`config.mk`:
```
export PLATFORM = sky130hd
export DESIGN_NAME = wdog_top
export DESIGN_NICKNAME = d
export VERILOG_FILES = /design/src/rtl/wdog_pkg.sv /design/src/rtl/wdog_decode.sv /design/src/rtl/wdog_expiry.sv /design/src/rtl/wdog_core.sv /design/src/rtl/wdog_rdmux.sv /design/src/rtl/wdog_top.sv
export SDC_FILE = /design/constraint.sdc
export NUM_CORES = 1
export LEC_CHECK = 0
export BUFFER_PORTS_ARGS = -buffer_cell sky130_fd_sc_hd__buf_2
export CAP_MARGIN = 25
export CELL_PAD_IN_SITES_DETAIL_PLACEMENT = 2
export CELL_PAD_IN_SITES_GLOBAL_PLACEMENT = 2
export CORE_AREA = 3 3 202 185
export DETAILED_ROUTE_END_ITERATION = 10
export DIE_AREA = 0 0 205 188
export GPL_ROUTABILITY_DRIVEN = 0
export PLACE_DENSITY = 0.9
export SKIP_CTS_REPAIR_TIMING = 1
export SLEW_MARGIN = 5
export SYNTH_ARGS = -nofsm -noshare
export SYNTH_HDL_FRONTEND = slang
export SYNTH_SLANG_ARGS = --single-unit
```
`constraint.sdc`:
```
create_clock -name clk -period 5.21 [get_ports clk]
set_clock_uncertainty 0.2 [all_clocks]
set_input_delay 1.3025 -clock clk [delete_from_list [all_inputs] [get_ports clk]]
set_output_delay 1.3025 -clock clk [all_outputs]
set_load 0.03 [all_outputs]
```
`src/rtl/wdog_pkg.sv`:
```
`timescale 1ns/1ps
package wdog_pkg;
    localparam int WORD_W    = 32;
    localparam int CNT_W     = 64;
    localparam int OFFS_LO_W = 32;
    localparam int OFFS_HI_W = 16;
    localparam int OFFS_W    = OFFS_LO_W + OFFS_HI_W;

    // byte addresses inside each frame
    localparam logic [11:0] A_REFRESH = 12'h000;
    localparam logic [11:0] A_CSR     = 12'h000;
    localparam logic [11:0] A_OFFS_LO = 12'h008;
    localparam logic [11:0] A_OFFS_HI = 12'h00C;
    localparam logic [11:0] A_CMP_LO  = 12'h010;
    localparam logic [11:0] A_CMP_HI  = 12'h014;
    localparam logic [11:0] A_IDENT   = 12'hFFC;

    // one-hot register select produced by the decoder
    typedef struct packed {
        logic refresh;
        logic ident_r;
        logic csr;
        logic offs_lo;
        logic offs_hi;
        logic cmp_lo;
        logic cmp_hi;
        logic ident_c;
    } wdog_hit_t;

    typedef struct packed {
        logic                 en;
        logic                 ws0;
        logic                 ws1;
        logic                 irq;
        logic                 armed;
        logic [OFFS_LO_W-1:0] offs_lo;
        logic [OFFS_HI_W-1:0] offs_hi;
        logic [CNT_W-1:0]     cmp;
        logic [CNT_W-1:0]     dl;
    } wdog_state_t;
endpackage

```
`src/rtl/wdog_decode.sv`:
```
`timescale 1ns/1ps
module wdog_decode
    import wdog_pkg::*;
#(
    parameter int ADDR_W = 12
) (
    input  logic              req,
    input  logic              frame,
    input  logic [ADDR_W-1:0] addr,
    output wdog_hit_t         hit
);
    localparam int ALIGN_BITS = 2;

    logic aligned;
    logic rfr_ok;
    logic ctl_ok;

    always_comb begin
        aligned = (addr[ALIGN_BITS-1:0] == '0);
        rfr_ok  = req && aligned && !frame;
        ctl_ok  = req && aligned && frame;

        hit         = '0;
        hit.refresh = rfr_ok && (addr == ADDR_W'(A_REFRESH));
        hit.ident_r = rfr_ok && (addr == ADDR_W'(A_IDENT));
        hit.csr     = ctl_ok && (addr == ADDR_W'(A_CSR));
        hit.offs_lo = ctl_ok && (addr == ADDR_W'(A_OFFS_LO));
        hit.offs_hi = ctl_ok && (addr == ADDR_W'(A_OFFS_HI));
        hit.cmp_lo  = ctl_ok && (addr == ADDR_W'(A_CMP_LO));
        hit.cmp_hi  = ctl_ok && (addr == ADDR_W'(A_CMP_HI));
        hit.ident_c = ctl_ok && (addr == ADDR_W'(A_IDENT));
    end
endmodule

```
`src/rtl/wdog_expiry.sv`:
```
`timescale 1ns/1ps
module wdog_expiry #(
    parameter int CNT_W = 64
) (
    input  logic             active,
    input  logic [CNT_W-1:0] cnt,
    input  logic [CNT_W-1:0] deadline,
    output logic             fire
);
    // at-or-past test so a counter that skips values still trips
    always_comb begin
        fire = active && (cnt >= deadline);
    end
endmodule

```
`src/rtl/wdog_core.sv`:
```
`timescale 1ns/1ps
module wdog_core
    import wdog_pkg::*;
(
    input  logic              clk,
    input  logic              rst_n,
    input  wdog_hit_t         hit,
    input  logic              wr,
    input  logic [WORD_W-1:0] wdata,
    input  logic [CNT_W-1:0]  cnt,
    input  logic              fire,
    output wdog_state_t       st_q
);
    wdog_state_t          st_d;
    logic                 do_ref;
    logic                 ro_hit;
    logic [CNT_W-1:0]     next_dl;

    always_comb begin
        st_d   = st_q;
        do_ref = 1'b0;
        ro_hit = hit.ident_r | hit.ident_c;

        if (wr && !ro_hit) begin
            if (hit.refresh) begin
                st_d.ws0 = 1'b0;
                st_d.ws1 = 1'b0;
                do_ref   = 1'b1;
            end
            if (hit.csr) begin
                st_d.en  = wdata[0];
                st_d.ws0 = 1'b0;
                st_d.ws1 = 1'b0;
                st_d.irq = 1'b0;
                do_ref   = 1'b1;
            end
            if (hit.offs_lo) begin
                st_d.offs_lo = wdata[OFFS_LO_W-1:0];
                st_d.ws0     = 1'b0;
                st_d.ws1     = 1'b0;
                st_d.irq     = 1'b0;
                do_ref       = 1'b1;
            end
            if (hit.offs_hi) begin
                st_d.offs_hi = wdata[OFFS_HI_W-1:0];
                st_d.ws0     = 1'b0;
                st_d.ws1     = 1'b0;
                st_d.irq     = 1'b0;
                do_ref       = 1'b1;
            end
            if (hit.cmp_lo) begin
                st_d.cmp[WORD_W-1:0] = wdata;
            end
            if (hit.cmp_hi) begin
                st_d.cmp[CNT_W-1:WORD_W] = wdata;
            end
        end

        // one adder serves both refresh (new offset) and re-arm (held offset)
        next_dl = cnt + CNT_W'({st_d.offs_hi, st_d.offs_lo});

        if (do_ref) begin
            st_d.armed = st_d.en;
            if (st_d.en) begin
                st_d.dl  = next_dl;
                st_d.cmp = next_dl;
            end
        end else if (fire) begin
            if (!st_q.ws0) begin
                st_d.ws0 = 1'b1;
                st_d.irq = 1'b1;
                st_d.dl  = next_dl;
            end else begin
                st_d.ws1   = 1'b1;
                st_d.armed = 1'b0;
            end
        end
    end

    always_ff @(posedge clk or negedge rst_n) begin
        if (!rst_n) begin
            st_q <= '0;
        end else begin
            st_q <= st_d;
        end
    end
endmodule

```
`src/rtl/wdog_rdmux.sv`:
```
`timescale 1ns/1ps
module wdog_rdmux
    import wdog_pkg::*;
#(
    parameter logic [WORD_W-1:0] ID_VALUE = 32'h1A2B_0101
) (
    input  wdog_hit_t            hit,
    input  logic                 en,
    input  logic                 ws0,
    input  logic                 ws1,
    input  logic [OFFS_LO_W-1:0] offs_lo,
    input  logic [OFFS_HI_W-1:0] offs_hi,
    input  logic [CNT_W-1:0]     cmp,
    output logic [WORD_W-1:0]    rdata
);
    always_comb begin
        rdata = '0;
        if (hit.refresh) begin
            rdata = '0;
        end else if (hit.ident_r || hit.ident_c) begin
            rdata = ID_VALUE;
        end else if (hit.csr) begin
            rdata = WORD_W'({ws1, ws0, en});
        end else if (hit.offs_lo) begin
            rdata = WORD_W'(offs_lo);
        end else if (hit.offs_hi) begin
            rdata = WORD_W'(offs_hi);
        end else if (hit.cmp_lo) begin
            rdata = cmp[WORD_W-1:0];
        end else if (hit.cmp_hi) begin
            rdata = cmp[CNT_W-1:WORD_W];
        end
    end
endmodule

```
`src/rtl/wdog_top.sv`:
```
`timescale 1ns/1ps
module wdog_top
    import wdog_pkg::*;
#(
    parameter int                ADDR_W   = 12,
    parameter logic [WORD_W-1:0] ID_VALUE = 32'h1A2B_0101
) (
    input  logic              clk,
    input  logic              rst_n,
    input  logic [CNT_W-1:0]  sys_cnt,
    input  logic              bus_req,
    input  logic              bus_frame,
    input  logic              bus_wr,
    input  logic [ADDR_W-1:0] bus_addr,
    input  logic [WORD_W-1:0] bus_wdata,
    output logic [WORD_W-1:0] bus_rdata,
    output logic              wdog_irq,
    output logic              wdog_rst_req
);
    wdog_hit_t   hit;
    wdog_state_t st_q;
    logic        fire;
    logic        en_w;
    logic        ws0_w;
    logic        ws1_w;

    wdog_decode #(.ADDR_W(ADDR_W)) u_dec (
        .req   (bus_req),
        .frame (bus_frame),
        .addr  (bus_addr),
        .hit   (hit)
    );

    wdog_expiry #(.CNT_W(CNT_W)) u_exp (
        .active   (st_q.en && st_q.armed),
        .cnt      (sys_cnt),
        .deadline (st_q.dl),
        .fire     (fire)
    );

    wdog_core u_core (
        .clk   (clk),
        .rst_n (rst_n),
        .hit   (hit),
        .wr    (bus_wr),
        .wdata (bus_wdata),
        .cnt   (sys_cnt),
        .fire  (fire),
        .st_q  (st_q)
    );

    wdog_rdmux #(.ID_VALUE(ID_VALUE)) u_rd (
        .hit     (hit),
        .en      (st_q.en),
        .ws0     (st_q.ws0),
        .ws1     (st_q.ws1),
        .offs_lo (st_q.offs_lo),
        .offs_hi (st_q.offs_hi),
        .cmp     (st_q.cmp),
        .rdata   (bus_rdata)
    );

    assign en_w         = st_q.en;
    assign ws0_w        = st_q.ws0;
    assign ws1_w        = st_q.ws1;
    assign wdog_irq     = st_q.irq;
    assign wdog_rst_req = st_q.ws1;
endmodule

```
==> results by group <==
Run status
  – Status: finished with violations
  – Failing checks: negative setup slack

Pwr
  – Net Sw Frac: 0.308
  – Power share of the clock group: 0.454
  – Leakage: 9.63 nW
  – Total net switching power: 1.10 mW
  – Sequential Power Share: 0.395
  – Max VDD drop: 355 µV
  – P_int: 2.46 mW
  – Final Power: 3.56 mW
  – Combinational power share: 0.151
  – Pwr Density: 181 nW/µm²

Yosys
  – Cell with the most instances after synthesis: dfrtp_1
  – FF+latch count, synth: 181
  – Largest cells by area after synthesis: dfrtp_1 (35%), ha_1 (11%), mux2_2 (7.3%)
  – Synth warnings: 0
  – Synthesized area: 13000 µm²
  – Yosys cell types: 73
  – Post-synth EDFFs: 0
  – Leading area contributor after synthesis: dfrtp_1
  – Synth cell count leaders: dfrtp_1 (181), nand2_1 (161), o21ai_0 (126)
  – Asr flop ratio synth: 1.00
  – Post-synthesis sequential area ratio: 0.347
  – Synth Instances: 1453
  – Main synth FF type: dfrtp_1
  – Mean post-synth cell area: 8.97 µm²
  – Synthesized Nets: 1684
  – Top cell type's share of synthesized area: 0.347

CTS
  – CTS sink cnt: 181
  – H-tree depth: 4
  – TritonCTS buffer count: 17
  – CTS tree: done
  – Worst-Skew Late Latency: 520 ps
  – Clock root cell: clkbuf_16
  – Maximum clock path buffer count: 2
  – Clock Pin Slew Worst Setup and Hold Paths: 90 ps

Cells and area
  – Max reg flops: 181
  – Area Overhead vs Synth: 50.9%
  – Non-filler cells, final: 2363
  – Design Area, Final: 19700 µm²
  – Share of post-route cells with drive strength above 1: 0.449
  – Largest Register: u_core.st_q
  – Fin nets: 2104
  – Largest registers: u_core.st_q (181)

Hold path
  – Hold depth: 2
  – Hold path start: u_core.st_q[46]$_DFFE_PN0P_
  – HP Class: flop to flop

STA
  – Final setup margin: -1550 ps
  – Final setup vio count: 150
  – Fin. Hold Viols: 0
  – Fin. max-slew vios: 0
  – Rel. slew slack: 0.193
  – RSZ-0062 raised after global routing: true
  – Maximum clock rate: 148 MHz
  – Minimum clock period: 6760 ps
  – Fin crit share: 1.30
  – Setup TNS: -120300 ps
  – Slew @ Worst Pin: 1210 ps

Die
  – Initial Utilization: 0.365
  – Die height: 188 µm
  – Chip width: 205 µm
  – Row count: 66
  – # IOs: 147
  – Core Area: 35700 µm²
  – Die ar.: 38500 µm²

Critical path
  – CP dominant cell by count: buf_4
  – CP max-delay cell: or4_4
  – FF-to-FF path depth: 11
  – Slowest Stage Delay on Critical Path: 540 ps
  – WP depth: 25
  – Startpoint type of the worst setup path: input port
  – Top delay family on crit path: simple AND/OR/NAND/NOR gates
  – R2r setup slk: 370 ps
  – Setup crit end kind: flop
  – Critical path type: input port to flop
  – End of the critical path: u_core.st_q[51]$_DFFE_PN0P_
  – Critical path origin: bus_addr[10]
  – Buf/Inv on CP: 9
  – CP Max Fanout: 7
  – Worst Path Arrival: 6910 ps
  – R2R Path Start: u_core.st_q[0]$_DFFE_PN0P_
  – R2R Path End: u_core.st_q[16]$_DFFE_PN0P_
  – CP required: 5370 ps

Routing
  – Vias: 15900
  – DRC Markers: 0
  – Detailed Route WL: 94100 µm
  – Drt first pass iters: 6
  – Initial DRC Count: 1636
  – Vias/cell: 6.73
  – Post-route ant nets: 0
  – DR WL/cell: 39.8 µm

Global route
  – Vias in the first global route: 16400
  – First-pass GRT wire length: 105000 µm
  – Remaining Overflow, GRT: 0
  – Initial antenna violation count: 3
  – Total track usage: 0.365
  – Largest net degree at the start of global routing: 103

Placed design
  – Dpl hpwl: 53700 µm
  – Cell Area, Placed: 16500 µm²
  – DP Cell Count: 2268
  – Post-Place Worst Slack: -1910 ps
  – Port Buffer Count: 146

Flow run
  – Number of max-cap violations: 0
[power by group through the flow]
| stage | combinational, mW | sequential, mW | clock (mW) |
|---|---|---|---|
| final | 0.538 | 1.41 | 1.61 |
| after detailed placement | 0.408 | 1.43 | 0 |
| after global routing | 0.549 | 1.41 | 1.66 |
| after global placement | 0.370 | 1.43 | 0 |
| after CTS | 0.421 | 1.41 | 1.55 |
| after floorplan | 0.141 | 1.43 | 0 |
[logic make-up after synthesis]
family	after synthesis	synth area share
AOI/OAI and AO/OA	418	0.201
muxes	133	0.110
DFF	181	0.347
xor gates and xnor gates	53	0.0356
buffers and inverters	156	0.0495
and+or+nand+nor	394	0.143
adders and majority gates	118	0.114
[worst reg2reg max path, delay by kind of cell (launching register included)]
kind / cells / cell delay (ps)
AOI/OAI and AO/OA: 7 / 2890
buffers and inverters: 1 / 550
and+or+nand+nor: 2 / 430
DFF: 1 / 400
adders and majority gates: 1 / 280
[worst min-delay path by stage]
stage,to
4_1_cts,u_core.st_q[34]$_DFFE_PN0P_
3_5_place_dp,u_core.st_q[40]$_DFFE_PN0P_
2_1_floorplan,u_core.st_q[0]$_DFFE_PN0P_
5_1_grt,u_core.st_q[46]$_DFFE_PN0P_
6_report,u_core.st_q[46]$_DFFE_PN0P_
3_3_place_gp,u_core.st_q[0]$_DFFE_PN0P_
[stage by stage]
step	util	hold slack, ps
final	0.552	313
after global placement	0.461	258
after global routing	0.551	360
after CTS	0.480	307
after floorplan	-	243
after detailed placement	0.461	287
[layer usage]
layer	GRT usage	part of all wire	up-vias
met2	0.650	0.47	1143
met3	0.0503	0.067	633
met4	0.252	0.12	4
li1	-	-	6116
met5	0	0.00029	-
met1	0.399	0.34	8000
[cells in the final DEF (no fill, tap or decap), drive strengths merged, types with 35 or more instances in the layout]
cell type	netlist	routed
a21o	38	38
a21oi	112	112
buf	31	450
clkbuf	35	35
dfrtp	181	181
ha	117	117
inv	90	95
mux2	85	85
mux2i	48	48
nand2	162	162
nand3	36	36
nor2	91	91
o21ai	139	139
[final cells by class]
class / count / area (µm²)
Timing Repair Buffer: 467 / 3650
Fill cell: 3624 / 16000
Tap cell: 476 / 596
Inverter: 90 / 338
Clock buffer: 18 / 429
Multi-Input combinational cell: 1116 / 9910
Clock inverter: 14 / 219
Antenna cell: 1 / 2.50
Sequential cell: 181 / 4530
Power figures use the tool's default switching activity.
